`src/rtl/chain_rdbk_pkg.sv`:
```
package chain_rdbk_pkg;

  typedef enum logic [1:0] {
    ST_IDLE  = 2'd0,
    ST_CONV  = 2'd1,
    ST_SHIFT = 2'd2,
    ST_GAP   = 2'd3
  } rd_state_t;

endpackage

```
`src/rtl/chain_tmr.sv`:
```
module chain_tmr #(
  parameter int TW = 5
) (
  input  logic          clk,
  input  logic          rst_n,
  input  logic          load_i,
  input  logic [TW-1:0] val_i,
  output logic          zero_o
);

  logic [TW-1:0] cnt_q, cnt_d;
  logic          cnt_en;

  always_comb begin
    cnt_en = load_i || (cnt_q != '0);
    if (load_i) cnt_d = val_i;
    else        cnt_d = cnt_q - TW'(1);
  end

  always_ff @(posedge clk or negedge rst_n) begin
    if (!rst_n)      cnt_q <= '0;
    else if (cnt_en) cnt_q <= cnt_d;
  end

  assign zero_o = (cnt_q == '0);

endmodule

```
`src/rtl/chain_sck_gen.sv`:
```
module chain_sck_gen #(
  parameter int HALF_DIV = 2
) (
  input  logic clk,
  input  logic rst_n,
  input  logic en_i,
  output logic sck_o,
  output logic rise_o,
  output logic fall_o
);

  localparam int HW = $clog2(HALF_DIV + 1);

  logic [HW-1:0] hc_q, hc_d;
  logic          sck_q, sck_d;
  logic          wrap;

  assign wrap = (hc_q == HW'(HALF_DIV - 1));

  always_comb begin
    if (!en_i) begin
      hc_d  = '0;
      sck_d = 1'b0;
    end else if (wrap) begin
      hc_d  = '0;
      sck_d = ~sck_q;
    end else begin
      hc_d  = hc_q + HW'(1);
      sck_d = sck_q;
    end
  end

  always_ff @(posedge clk or negedge rst_n) begin
    if (!rst_n) begin
      hc_q  <= '0;
      sck_q <= 1'b0;
    end else begin
      hc_q  <= hc_d;
      sck_q <= sck_d;
    end
  end

  assign sck_o  = sck_q;
  assign rise_o = en_i & wrap & ~sck_q;
  assign fall_o = en_i & wrap &  sck_q;

endmodule

```
`src/rtl/chain_deser.sv`:
```
module chain_deser #(
  parameter int N_DEV        = 2,
  parameter int WORD_W       = 16,
  parameter bit CAPTURE_RISE = 1'b0
) (
  input  logic                    clk,
  input  logic                    rst_n,
  input  logic                    rise_i,
  input  logic                    fall_i,
  input  logic                    dat_i,
  output logic [N_DEV*WORD_W-1:0] words_o
);

  localparam int TOTAL = N_DEV * WORD_W;

  logic             smp;
  logic [TOTAL-1:0] sr_q, sr_d;

  assign smp  = CAPTURE_RISE ? rise_i : fall_i;
  assign sr_d = {sr_q[TOTAL-2:0], dat_i};

  always_ff @(posedge clk or negedge rst_n) begin
    if (!rst_n)   sr_q <= '0;
    else if (smp) sr_q <= sr_d;
  end

  // earliest word received goes to slot 0
  for (genvar k = 0; k < N_DEV; k++) begin : g_slot
    assign words_o[k*WORD_W +: WORD_W] = sr_q[TOTAL-1-k*WORD_W -: WORD_W];
  end

endmodule

```
`src/rtl/chain_rdbk_host.sv`:
```
module chain_rdbk_host
  import chain_rdbk_pkg::*;
#(
  parameter int N_DEV        = 2,
  parameter int WORD_W       = 16,
  parameter int HALF_DIV     = 2,
  parameter int CONV_CYC     = 24,
  parameter bit CAPTURE_RISE = 1'b0
) (
  input  logic                    clk,
  input  logic                    rst_n,
  input  logic                    start_i,
  input  logic                    chain_dat_i,
  output logic                    cnv_o,
  output logic                    sck_o,
  output logic                    busy_o,
  output logic                    valid_o,
  output logic [N_DEV*WORD_W-1:0] words_o
);

  localparam int TOTAL   = N_DEV * WORD_W;
  localparam int PCW     = $clog2(TOTAL + 1);
  localparam int GAP_CYC = 2 * HALF_DIV;
  localparam int TMAX    = (CONV_CYC > GAP_CYC) ? CONV_CYC : GAP_CYC;
  localparam int TW      = $clog2(TMAX + 1);

  rd_state_t      state_q, state_d;
  logic [PCW-1:0] pcnt_q, pcnt_d;
  logic           cnv_q, cnv_d;
  logic           valid_q, valid_d;
  logic           tmr_load, tmr_zero;
  logic [TW-1:0]  tmr_val;
  logic           sck_en, sck_rise, sck_fall, last_fall;

  assign sck_en    = (state_q == ST_SHIFT);
  assign last_fall = sck_fall && (pcnt_q == PCW'(TOTAL - 1));

  chain_tmr #(.TW(TW)) u_tmr (
    .clk    (clk),
    .rst_n  (rst_n),
    .load_i (tmr_load),
    .val_i  (tmr_val),
    .zero_o (tmr_zero)
  );

  chain_sck_gen #(.HALF_DIV(HALF_DIV)) u_sck (
    .clk    (clk),
    .rst_n  (rst_n),
    .en_i   (sck_en),
    .sck_o  (sck_o),
    .rise_o (sck_rise),
    .fall_o (sck_fall)
  );

  chain_deser #(
    .N_DEV        (N_DEV),
    .WORD_W       (WORD_W),
    .CAPTURE_RISE (CAPTURE_RISE)
  ) u_deser (
    .clk     (clk),
    .rst_n   (rst_n),
    .rise_i  (sck_rise),
    .fall_i  (sck_fall),
    .dat_i   (chain_dat_i),
    .words_o (words_o)
  );

  always_comb begin
    state_d  = state_q;
    tmr_load = 1'b0;
    tmr_val  = '0;
    unique case (state_q)
      ST_IDLE: if (start_i) begin
        state_d  = ST_CONV;
        tmr_load = 1'b1;
        tmr_val  = TW'(CONV_CYC - 1);
      end
      ST_CONV: if (tmr_zero) state_d = ST_SHIFT;
      ST_SHIFT: if (last_fall) begin
        state_d  = ST_GAP;
        tmr_load = 1'b1;
        tmr_val  = TW'(GAP_CYC - 1);
      end
      ST_GAP: if (tmr_zero) state_d = ST_IDLE;
      default: state_d = ST_IDLE;
    endcase
  end

  always_comb begin
    if (!sck_en)       pcnt_d = '0;
    else if (sck_fall) pcnt_d = pcnt_q + PCW'(1);
    else               pcnt_d = pcnt_q;
    cnv_d   = (state_d == ST_CONV) || (state_d == ST_SHIFT);
    valid_d = last_fall;
  end

  always_ff @(posedge clk or negedge rst_n) begin
    if (!rst_n) begin
      state_q <= ST_IDLE;
      pcnt_q  <= '0;
      cnv_q   <= 1'b0;
      valid_q <= 1'b0;
    end else begin
      state_q <= state_d;
      pcnt_q  <= pcnt_d;
      cnv_q   <= cnv_d;
      valid_q <= valid_d;
    end
  end

  assign cnv_o   = cnv_q;
  assign valid_o = valid_q;
  assign busy_o  = (state_q != ST_IDLE);

endmodule

```
`config.mk`:
```
export PLATFORM = sky130hd
export DESIGN_NAME = chain_rdbk_host
export DESIGN_NICKNAME = d
export VERILOG_FILES = /design/src/rtl/chain_rdbk_pkg.sv /design/src/rtl/chain_tmr.sv /design/src/rtl/chain_sck_gen.sv /design/src/rtl/chain_deser.sv /design/src/rtl/chain_rdbk_host.sv
export SDC_FILE = /design/constraint.sdc
export NUM_CORES = 1
export LEC_CHECK = 0
export ABC_AREA = 1
export BUFFER_PORTS_ARGS = -buffer_cell sky130_fd_sc_hd__clkbuf_2
export CORE_MARGIN = 2
export CORE_UTILIZATION = 35
export DETAILED_ROUTE_END_ITERATION = 10
export PLACE_DENSITY = 0.52
export SLEW_MARGIN = 10
export SYNTH_ARGS = -nofsm -noshare
export SYNTH_HDL_FRONTEND = slang
export SYNTH_HIERARCHICAL = 1
export SYNTH_SLANG_ARGS = --single-unit
```
`constraint.sdc`:
```
create_clock -name clk -period 6.3 [get_ports clk]
set_input_delay 0.315 -clock clk [delete_from_list [all_inputs] [get_ports clk]]
set_output_delay 0.315 -clock clk [all_outputs]
set_load 0.01 [all_outputs]
```
==> results.py, run 1 <==
metrics = {
    "global_routing": {
        "grt_overflow": 0,
        "antenna_found_initial": 0,
        "grt_pass1_wl_um": 6962,
        "grt_pass1_vias": 1561,
        "grt_max_degree": 51,
        "grt_usage_pct": 12.03,
    },
    "setup_path": {
        "worstSetupStartpointType": "flop",
        "end_kind": "flop",
        "worst-setup-path-type": "reg -> reg",
        "critical_path.max_stage_delay_ns": 0.75,
        "rr_worst_depth": 13,
        "arrival_ns": 2.88,
        "cp.required_ns": 6.52,
        "worstReg2RegStart": "state_q[0]",
        "path_buf_inv": 3,
        "worstPathMaxFanout": 40,
        "cpMostUsedCell": "nand2_1",
        "cp_top_family": "simple AND/OR/NAND/NOR gates",
        "critPathSlowestCell": "nor2_4",
        "crit_path_start": "state_q[0]",
        "r2r-end": "u_tmr/cnt_q[1]",
        "path_depth": 13,
        "cp-endpoint": "u_tmr/cnt_q[1]",
        "cp_cell_sequence": "inv_2 > nand2_1 > inv_2 > nand2_1 > nor2_4 > nand3_1 > nor2_2 > nand2_2 > nand2_1 > inv_2 > nand4_2 > nand2_1 > o21ai_1",
        "rrSetupSlack_ns": 3.64,
    },
    "status": {
        "status": "completed",
    },
    "routing": {
        "drc_errors": 0,
        "post_drt_via_cell_ratio": 4.390,
        "drt-total-wl_um": 3979,
        "final_antenna_net_count": 0,
        "drtIter0Drc": 62,
        "num_vias": 1611,
        "wl_per_cell_um": 10.84,
        "first_pass_iters": 4,
    },
    "worst_hold_path": {
        "hold_path.class": "in -> async",
    },
    "power": {
        "p_total_uw": 744.5,
        "ir_drop_mv": 0.2023,
        "cellPowerDensity_nw_per_um2": 296.5,
        "leakage_uw": 0.001412,
    },
    "sta": {
        "fmax_mhz": 375.5,
        "fin_crit_ns": 2.663,
        "hold_viol": 0,
        "slew_viol_final": 0,
        "tns_ns": 0,
        "final-setup-viol-count": 0,
        "fin_crit_sh_pct": 42.27,
        "skew_ns": 0.009813,
        "tightest_slew_ns": 0.9423,
        "rsz0062_at_grt": "false",
        "max_slew_margin_pct": 37.03,
    },
    "job": {
        "drv_cap": 0,
    },
    "clock_tree": {
        "clkTransAtPathRegs_ns": 0.09,
        "clk_latency_ns": 0.29,
        "root_buffer": "clkbuf_8",
        "cts_buffers": 5,
        "ctsHoldBuffers": 0,
        "cts.sinks": 50,
        "cts.path.max_buffers": 2,
        "cts_tree": "yes",
        "postCtsSetupRepairBufs": 0,
        "post_cts_resized": 0,
        "cts_max_level": 2,
    },
    "cells_and_area": {
        "drive_gt1_share_pct": 26.37,
        "n_fill_cell": 609,
        "multiInputGateArea_sq_um": 798.3,
        "nNetsFinal": 297,
        "synthToLayoutAreaGrowth_pct": 13.33,
        "final_cell_mix": "nand2_1 (116), dfrtp_1 (50), clkbuf_2 (39)",
        "antennaDiodeCount": 0,
        "final_common_cell": "nand2_1",
        "regArea_sq_um": 1251,
    },
    "die": {
        "core_area_sq_um": 6026,
        "initial_core_util_pct": 36.77,
        "die_h_um": 83.57,
        "ioPinCount": 40,
        "die-area_sq_um": 6984,
        "placementRows": 28,
        "fp.dieW_um": 83.57,
    },
    "placement": {
        "gp_congestion": 0.7739,
        "post-dp-hpwl_um": 2633,
        "portBuffers": 39,
    },
    "yosys": {
        "syn_avg_cell_area_sq_um": 8.828,
        "synth_nets": 257,
        "yosys_warnings": 6,
        "syn_area_sq_um": 2216,
        "synth_cells": 251,
    },
}
worst register-to-register path: cells and delay by family, from the launching register on:
| kind | cells | cell delay [ns] |
|---|---|---|
| flops | 1 | 0.42 |
| buf+inv | 3 | 0.32 |
| compound gates | 1 | 0.08 |
| simple gates | 9 | 1.78 |
state kept, by name (all words and copies together), names as in the netlist:
signal and flops:
u_deser/sr_q 32, pcnt_q 6, u_tmr/cnt_q 5, state_q 2, u_sck/hc_q 2, cnv_o 1
u_sck/sck_o 1, valid_o 1
metal layers:
| layer | wire, um | GRT usage (%) |
|---|---|---|
| met3 | 179 | 3.066 |
| met1 | 2065 | 16.29 |
| met4 | 25 | 3.959 |
| met2 | 1708 | 18.84 |
| met5 | 0 | 0 |
report_power, final:
| group | total, uW | switching [uW] | internal, uW |
|---|---|---|---|
| clock | 182 | 103 | 78.6 |
| combinational | 185 | 117 | 67.3 |
| sequential | 378 | 25.5 | 353 |
area by class of cell:
class / instances / area share [%]
flip-flops and latches: 50 / 49.83
clock inverters: 2 / 0.5481
multi-input cells: 175 / 31.79
well taps: 75 / 3.737
inverters: 19 / 3.139
repair buffers: 40 / 8.072
clock buffers: 6 / 2.890
worst min path at each step:
stage / cells past startpoint / slack (ns) / from / endpoint
after CTS: 2 / 0.13 / rst_n / u_deser/sr_q[23]
after global routing: 2 / 0.16 / rst_n / u_deser/sr_q[23]
after global placement: 2 / 0.46 / u_deser/sr_q[31] / u_deser/sr_q[31]
after floorplan: 0 / 0.02 / rst_n / cnv_o
final: 2 / 0.12 / rst_n / u_deser/sr_q[24]
after detailed placement: 2 / 0.46 / u_deser/sr_q[31] / u_deser/sr_q[31]
metrics by stage:
| stage | worst slack [ns] | instance area, sq um | cells | hold WS, ns | util, % |
|---|---|---|---|---|---|
| after floorplan | 4.332 | 2216 | 251 | 0.01941 | - |
| after global placement | 3.690 | 2425 | 359 | 0.4604 | 40.24 |
| after detailed placement | 3.613 | 2425 | 359 | 0.4642 | 40.24 |
| after CTS | 3.574 | 2511 | 367 | 0.1326 | 41.67 |
| after global routing | 3.290 | 2511 | 367 | 0.1622 | 41.67 |
| final | 3.637 | 2511 | 367 | 0.1173 | 41.67 |
Note: power is estimated with default switching activity, not from simulation.
==> run 2, diff against run 1 <==
--- a/config.mk
+++ b/config.mk
@@ -5,12 +5,12 @@
 export SDC_FILE = /design/constraint.sdc
 export NUM_CORES = 1
 export LEC_CHECK = 0
-export ABC_AREA = 1
+export ABC_AREA = 0
 export BUFFER_PORTS_ARGS = -buffer_cell sky130_fd_sc_hd__clkbuf_2
 export CORE_MARGIN = 2
 export CORE_UTILIZATION = 35
 export DETAILED_ROUTE_END_ITERATION = 10
-export PLACE_DENSITY = 0.52
+export PLACE_DENSITY = 0.54
 export SLEW_MARGIN = 10
 export SYNTH_ARGS = -nofsm -noshare
 export SYNTH_HDL_FRONTEND = slang
==> constraint.sdc (replaced) <==
create_clock -name clk -period 2.25 [get_ports clk]
set_input_delay 0.1125 -clock clk [delete_from_list [all_inputs] [get_ports clk]]
set_output_delay 0.1125 -clock clk [all_outputs]
set_load 0.01 [all_outputs]
==> run 2 against run 1 <==
First-iteration DRC count fell by 42%. Synthesized cell count fell by 41%. Global-route usage down 0.80 points. Via count shrank 23%. Worst hold slack worse by 0.085 ns. Worst setup slack got worse by 3.3 ns. Combinational power grew 88%. Critical path depth fell by 6. Clock skew rose by 0.0025 ns. Highest routed layer unchanged.
==> results.py, run 2 <==
metrics = {
    "global_routing": {
        "grt_pass1_vias": 1297,
        "grt_usage_pct": 11.23,
        "grt_max_degree": 51,
        "grt_pass1_wl_um": 6327,
        "antenna_found_initial": 0,
        "grt_overflow": 0,
    },
    "sta": {
        "skew_ns": 0.01229,
        "final-setup-viol-count": 0,
        "max_slew_margin_pct": 57.97,
        "fin_ws_ns": 0.2887,
        "fin_crit_ns": 1.961,
        "slew_viol_final": 0,
        "fin_crit_sh_pct": 87.17,
        "fmax_mhz": 509.9,
        "tightest_slew_ns": 0.6305,
        "hold_viol": 0,
        "tns_ns": 0,
        "rsz0062_at_grt": "false",
    },
    "die": {
        "initial_core_util_pct": 36.72,
        "core_area_sq_um": 5991,
        "die_h_um": 83.28,
        "ioPinCount": 40,
        "die-area_sq_um": 6935,
        "fp.dieW_um": 83.28,
        "placementRows": 28,
    },
    "clock_tree": {
        "cts.sinks": 50,
        "postCtsSetupRepairBufs": 0,
        "cts_tree": "yes",
        "clkTransAtPathRegs_ns": 0.10,
        "clk_latency_ns": 0.31,
        "cts.path.max_buffers": 2,
        "root_buffer": "clkbuf_8",
        "cts_buffers": 5,
        "cts_max_level": 2,
    },
    "yosys": {
        "synth_nets": 154,
        "syn_area_sq_um": 2200,
        "yosys_warnings": 6,
        "synth_cells": 148,
        "syn_avg_cell_area_sq_um": 14.86,
    },
    "job": {
        "drv_cap": 0,
    },
    "power": {
        "ir_drop_mv": 0.3238,
        "cellPowerDensity_nw_per_um2": 760.6,
        "leakage_uw": 0.001270,
    },
    "setup_path": {
        "worstSetupStartpointType": "flop",
        "cp_cell_sequence": "nand2b_1 > inv_1 > and3_2 > nand4_1 > nor3b_2 > a21o_2 > o31ai_1",
        "arrival_ns": 2.14,
        "worst-setup-path-type": "reg -> reg",
        "cp.required_ns": 2.43,
        "critPathSlowestCell": "dfrtp_1",
        "critical_path.max_stage_delay_ns": 0.42,
        "end_kind": "flop",
        "worstPathMaxFanout": 12,
    },
    "routing": {
        "drt-total-wl_um": 3667,
        "first_pass_iters": 4,
        "num_vias": 1248,
        "drtIter0Drc": 36,
        "wl_per_cell_um": 13.63,
        "post_drt_via_cell_ratio": 4.639,
        "final_antenna_net_count": 0,
        "drc_errors": 0,
    },
    "status": {
        "status": "completed",
    },
    "cells_and_area": {
        "largest_reg_flops": 32,
        "top_register": "u_deser/sr_q",
        "final_util_pct": 42.54,
        "final_common_cell": "dfrtp_1",
        "fin_cells": 269,
        "antennaDiodeCount": 0,
        "final_cell_mix": "dfrtp_1 (50), clkbuf_2 (39), mux2_4 (30)",
        "synthToLayoutAreaGrowth_pct": 15.87,
        "drive_gt1_share_pct": 46.91,
        "nNetsFinal": 199,
        "top_regs": "u_deser/sr_q (32), pcnt_q (6), u_tmr/cnt_q (5)",
    },
    "worst_hold_path": {
        "hold_path.class": "in -> reg",
    },
    "placement": {
        "post-dp-hpwl_um": 2564,
        "placed_cells": 260,
        "portBuffers": 39,
        "gp_congestion": 0.7361,
        "place_ws_ns": 0.1873,
    },
}
==> run 2: power breakdown <==
group / switching [uW] / leakage [uW] / total [uW] / internal, uW
clock network: 319 / 0.0000502 / 550 / 231
registers: 68.0 / 0.000682 / 1040 / 973
logic: 173 / 0.000538 / 347 / 175
==> run 2: final cells by class <==
class                           instances  area, sq um
Sequential cell                        50         1251
Tap cell                               75        93.84
Fill cell                             570         3442
Clock buffer                            5        68.82
Timing Repair Buffer                   44        235.2
Clock inverter                          3        28.78
Inverter                                5        18.77
Multi-Input combinational cell         87        852.1
==> run 2: routing by layer <==
metal  global-route usage (%)  part of all wire, %  vias up
met1                    14.56                   46      626
met2                    18.04                   48       26
met3                    3.678                  4.4        4
met4                    3.130                 0.98        0
met5                        0                    0        -
li1                         -                    -      592
==> run 2: final timing paths <==
check,slack [ns],to,startpoint,depth (start not counted)
max in group asynchronous,1.38,u_deser/sr_q[22],rst_n,3
worst min register to register,0.47,u_sck/hc_q[0],u_sck/hc_q[0],1
worst max register to register,0.29,u_tmr/cnt_q[3],state_q[0],7
worst min-delay path,0.03,u_deser/sr_q[0],chain_dat_i,2
worst max-delay path,0.29,u_tmr/cnt_q[3],state_q[0],7
min in group asynchronous,0.44,u_deser/sr_q[3],rst_n,3
==> run 2: repair_timing <==
action                                  CTS  global route
hold endpoints to repair                 50             0
endpoints found under the setup margin    0             5
hold buffers                              1             0
resized for setup                         0             1
==> run 2: through the flow <==
step | total power (uW) | cell area [sq um] | hold slack (ns)
6_report | 1938 | 2549 | 0.03250
3_5_place_dp | 1410 | 2440 | 0.2648
5_1_grt | 2058 | 2549 | 0.02699
2_1_floorplan | 1311 | 2200 | -0.1831
4_1_cts | 1976 | 2547 | 0.02439
3_3_place_gp | 1390 | 2440 | 0.2451
==> run 2: critical path: cells and delay by family (launching register included) <==
family	cells	cell delay, ns
AND/OR/NAND/NOR	4	0.90
AO/OA/AOI/OAI	2	0.40
flip-flops	1	0.42
buffers and inverters	1	0.12
==> run 3, diff against run 2 <==
--- a/config.mk
+++ b/config.mk
@@ -11,6 +11,7 @@
 export CORE_UTILIZATION = 35
 export DETAILED_ROUTE_END_ITERATION = 10
 export PLACE_DENSITY = 0.54
+export REMOVE_ABC_BUFFERS = 1
 export SLEW_MARGIN = 10
 export SYNTH_ARGS = -nofsm -noshare
 export SYNTH_HDL_FRONTEND = slang
==> run 3 against run 2 <==
First-iteration DRC count up 19%. Count of clock-buffer cells in the layout unchanged. Die area unchanged. Clock skew down 0.0052 ns. Fmax down 4.1%. Sequential power about the same.
==> results.py, run 3 (synthesized netlist as in run 2, its figures left out) <==
metrics = {
    "die": {
        "placementRows": 28,
        "fp.dieW_um": 83.28,
        "die_h_um": 83.28,
        "initial_core_util_pct": 36.72,
        "core_area_sq_um": 5991,
        "die-area_sq_um": 6935,
        "ioPinCount": 40,
    },
    "clock_tree": {
        "cts_max_level": 2,
        "cts.sinks": 50,
        "cts_buffers": 5,
        "clk_latency_ns": 0.30,
        "cts.path.max_buffers": 2,
        "clkTransAtPathRegs_ns": 0.09,
        "root_buffer": "clkbuf_8",
        "cts_tree": "yes",
    },
    "cells_and_area": {
        "final_cell_mix": "dfrtp_1 (50), clkbuf_2 (39), mux2_4 (30)",
        "synthToLayoutAreaGrowth_pct": 17.63,
        "multiInputGateArea_sq_um": 850.8,
        "largest_reg_flops": 32,
        "fin_cells": 269,
        "nNetsFinal": 199,
        "top_regs": "u_deser/sr_q (32), pcnt_q (6), u_tmr/cnt_q (5)",
        "regArea_sq_um": 1251,
        "drive_gt1_share_pct": 46.39,
        "final_common_cell": "dfrtp_1",
        "n_fill_cell": 558,
        "top_register": "u_deser/sr_q",
        "design_area_sq_um": 2587,
        "antennaDiodeCount": 0,
    },
    "routing": {
        "top_layer": "met4",
        "drtIter0Drc": 43,
        "drc_errors": 0,
        "wl_met3_um": 180,
        "post_drt_via_cell_ratio": 4.651,
        "num_vias": 1251,
        "dr_wl_met2_um": 1715,
        "met1Wirelength_um": 1579,
        "wl_per_cell_um": 13.16,
        "final_antenna_net_count": 0,
        "drt-total-wl_um": 3541,
        "first_pass_iters": 4,
    },
    "global_routing": {
        "grt_pass1_wl_um": 6099,
        "grt_overflow": 0,
        "antenna_found_initial": 0,
        "grt_max_degree": 28,
        "grt_pass1_vias": 1267,
        "grt_usage_pct": 10.83,
    },
    "worst_hold_path": {
        "hold_path.class": "in -> reg",
        "min_from": "chain_dat_i",
        "whs_path_depth": 2,
        "min_to": "u_deser/sr_q[0]",
    },
    "placement": {
        "gp_congestion": 0.7413,
        "placed_area_sq_um": 2440,
        "place_ws_ns": 0.2307,
        "portBuffers": 39,
        "post-dp-hpwl_um": 2492,
        "placed_cells": 260,
    },
    "setup_path": {
        "cp_cell_sequence": "nand2b_1 > inv_1 > and3_2 > buf_4 > buf_4 > nand2_1 > xor2_1 > nor2_1",
        "arrival_ns": 2.23,
        "critPathSlowestCell": "buf_4",
        "r2r-end": "pcnt_q[2]",
        "cp_top_family": "buffers and inverters",
        "cpMostUsedCell": "buf_4",
        "cp.required_ns": 2.44,
        "end_kind": "flop",
        "rr_worst_depth": 8,
        "worstReg2RegStart": "state_q[0]",
        "worst-setup-path-type": "reg -> reg",
        "worstSetupStartpointType": "flop",
        "critical_path.max_stage_delay_ns": 0.43,
        "path_buf_inv": 3,
        "worstPathMaxFanout": 25,
        "rrSetupSlack_ns": 0.21,
    },
    "sta": {
        "final-setup-viol-count": 0,
        "fmax_mhz": 489.1,
        "tns_ns": 0,
        "skew_ns": 0.007111,
        "hold_viol": 0,
        "max_slew_margin_pct": 61.58,
        "fin_crit_ns": 2.045,
        "tightest_slew_ns": 0.5762,
        "slew_viol_final": 0,
        "hold-worst-slack_ns": 0.04182,
        "fin_crit_sh_pct": 90.87,
        "rsz0062_at_grt": "false",
        "fin_ws_ns": 0.2055,
    },
    "power": {
        "internal_power_uw": 1591,
        "switching_share_pct": 25.43,
        "leakage_uw": 0.001291,
        "p_sw_uw": 542.6,
        "power_frac_seq_pct": 48.7,
        "cellPowerDensity_nw_per_um2": 824.6,
        "p_clk_share_pct": 34.9,
        "combPwrFrac_pct": 16.4,
        "ir_drop_mv": 0.4623,
    },
    "status": {
        "status": "completed",
    },
    "job": {
        "drv_cap": 0,
    },
}
run 3: changes by cell type in the layout (fill, tap and decap cells not counted), sizes merged:
cell    change
clkinv      -1
bufinv      +2
inv         -1
run 3: worst register-to-register path, delay by kind of cell, from the launching register on:
kind          cells  cell delay [ns]
buf+inv           3             0.78
simple gates      4             0.58
flops             1             0.41
xor+xnor          1             0.17
run 3: what timing repair did:
action | 4_1_cts | 5_1_grt
gates resized for setup | 0 | 0
setup buffers | 0 | 0
hold buffers | 1 | 0
endpoints found under the hold margin | 23 | 0
run 3: metal layers:
layer	up-vias	track usage (%)
met5	-	0
met4	0	5.365
met3	5	3.181
met2	28	17.01
met1	624	13.58
li1	594	-
run 3: power by group through the flow:
stage               sequential (uW)  combinational (uW)  clock, uW
detailed placement             1060                 346          0
global placement               1050                 339          0
finish                         1040                 349        745
global route                   1050                 387        802
floorplan                      1050                 254          0
CTS                            1040                 350        770
run 3: per-stage QoR:
stage	power (uW)	utilization, %
finish	2134	43.19
global route	2243	43.19
CTS	2162	43.19
detailed placement	1405	40.73
global placement	1391	40.73
floorplan	1306	-
run 3: final cells by class:
| class | count | area share (%) |
|---|---|---|
| clock buffer | 5 | 2.660 |
| multi-input combinational | 87 | 32.88 |
| sequential | 50 | 48.36 |
| timing repair buffer | 44 | 9.091 |
| inverter | 5 | 0.7253 |
| clock inverter | 3 | 2.660 |
| tap | 75 | 3.627 |
run 3: how the worst max path moves through the flow:
| stage | start | endpoint | slack [ns] | depth (start not counted) |
|---|---|---|---|---|
| 6_report | state_q[0] | pcnt_q[2] | 0.21 | 8 |
| 5_1_grt | state_q[0] | pcnt_q[2] | 0.07 | 8 |
| 4_1_cts | state_q[0] | pcnt_q[2] | 0.21 | 8 |
| 3_5_place_dp | state_q[0] | u_deser/sr_q[8] | 0.23 | 6 |
| 3_3_place_gp | state_q[0] | u_deser/sr_q[12] | 0.28 | 6 |
| 2_1_floorplan | state_q[0] | u_tmr/cnt_q[4] | -1.06 | 7 |
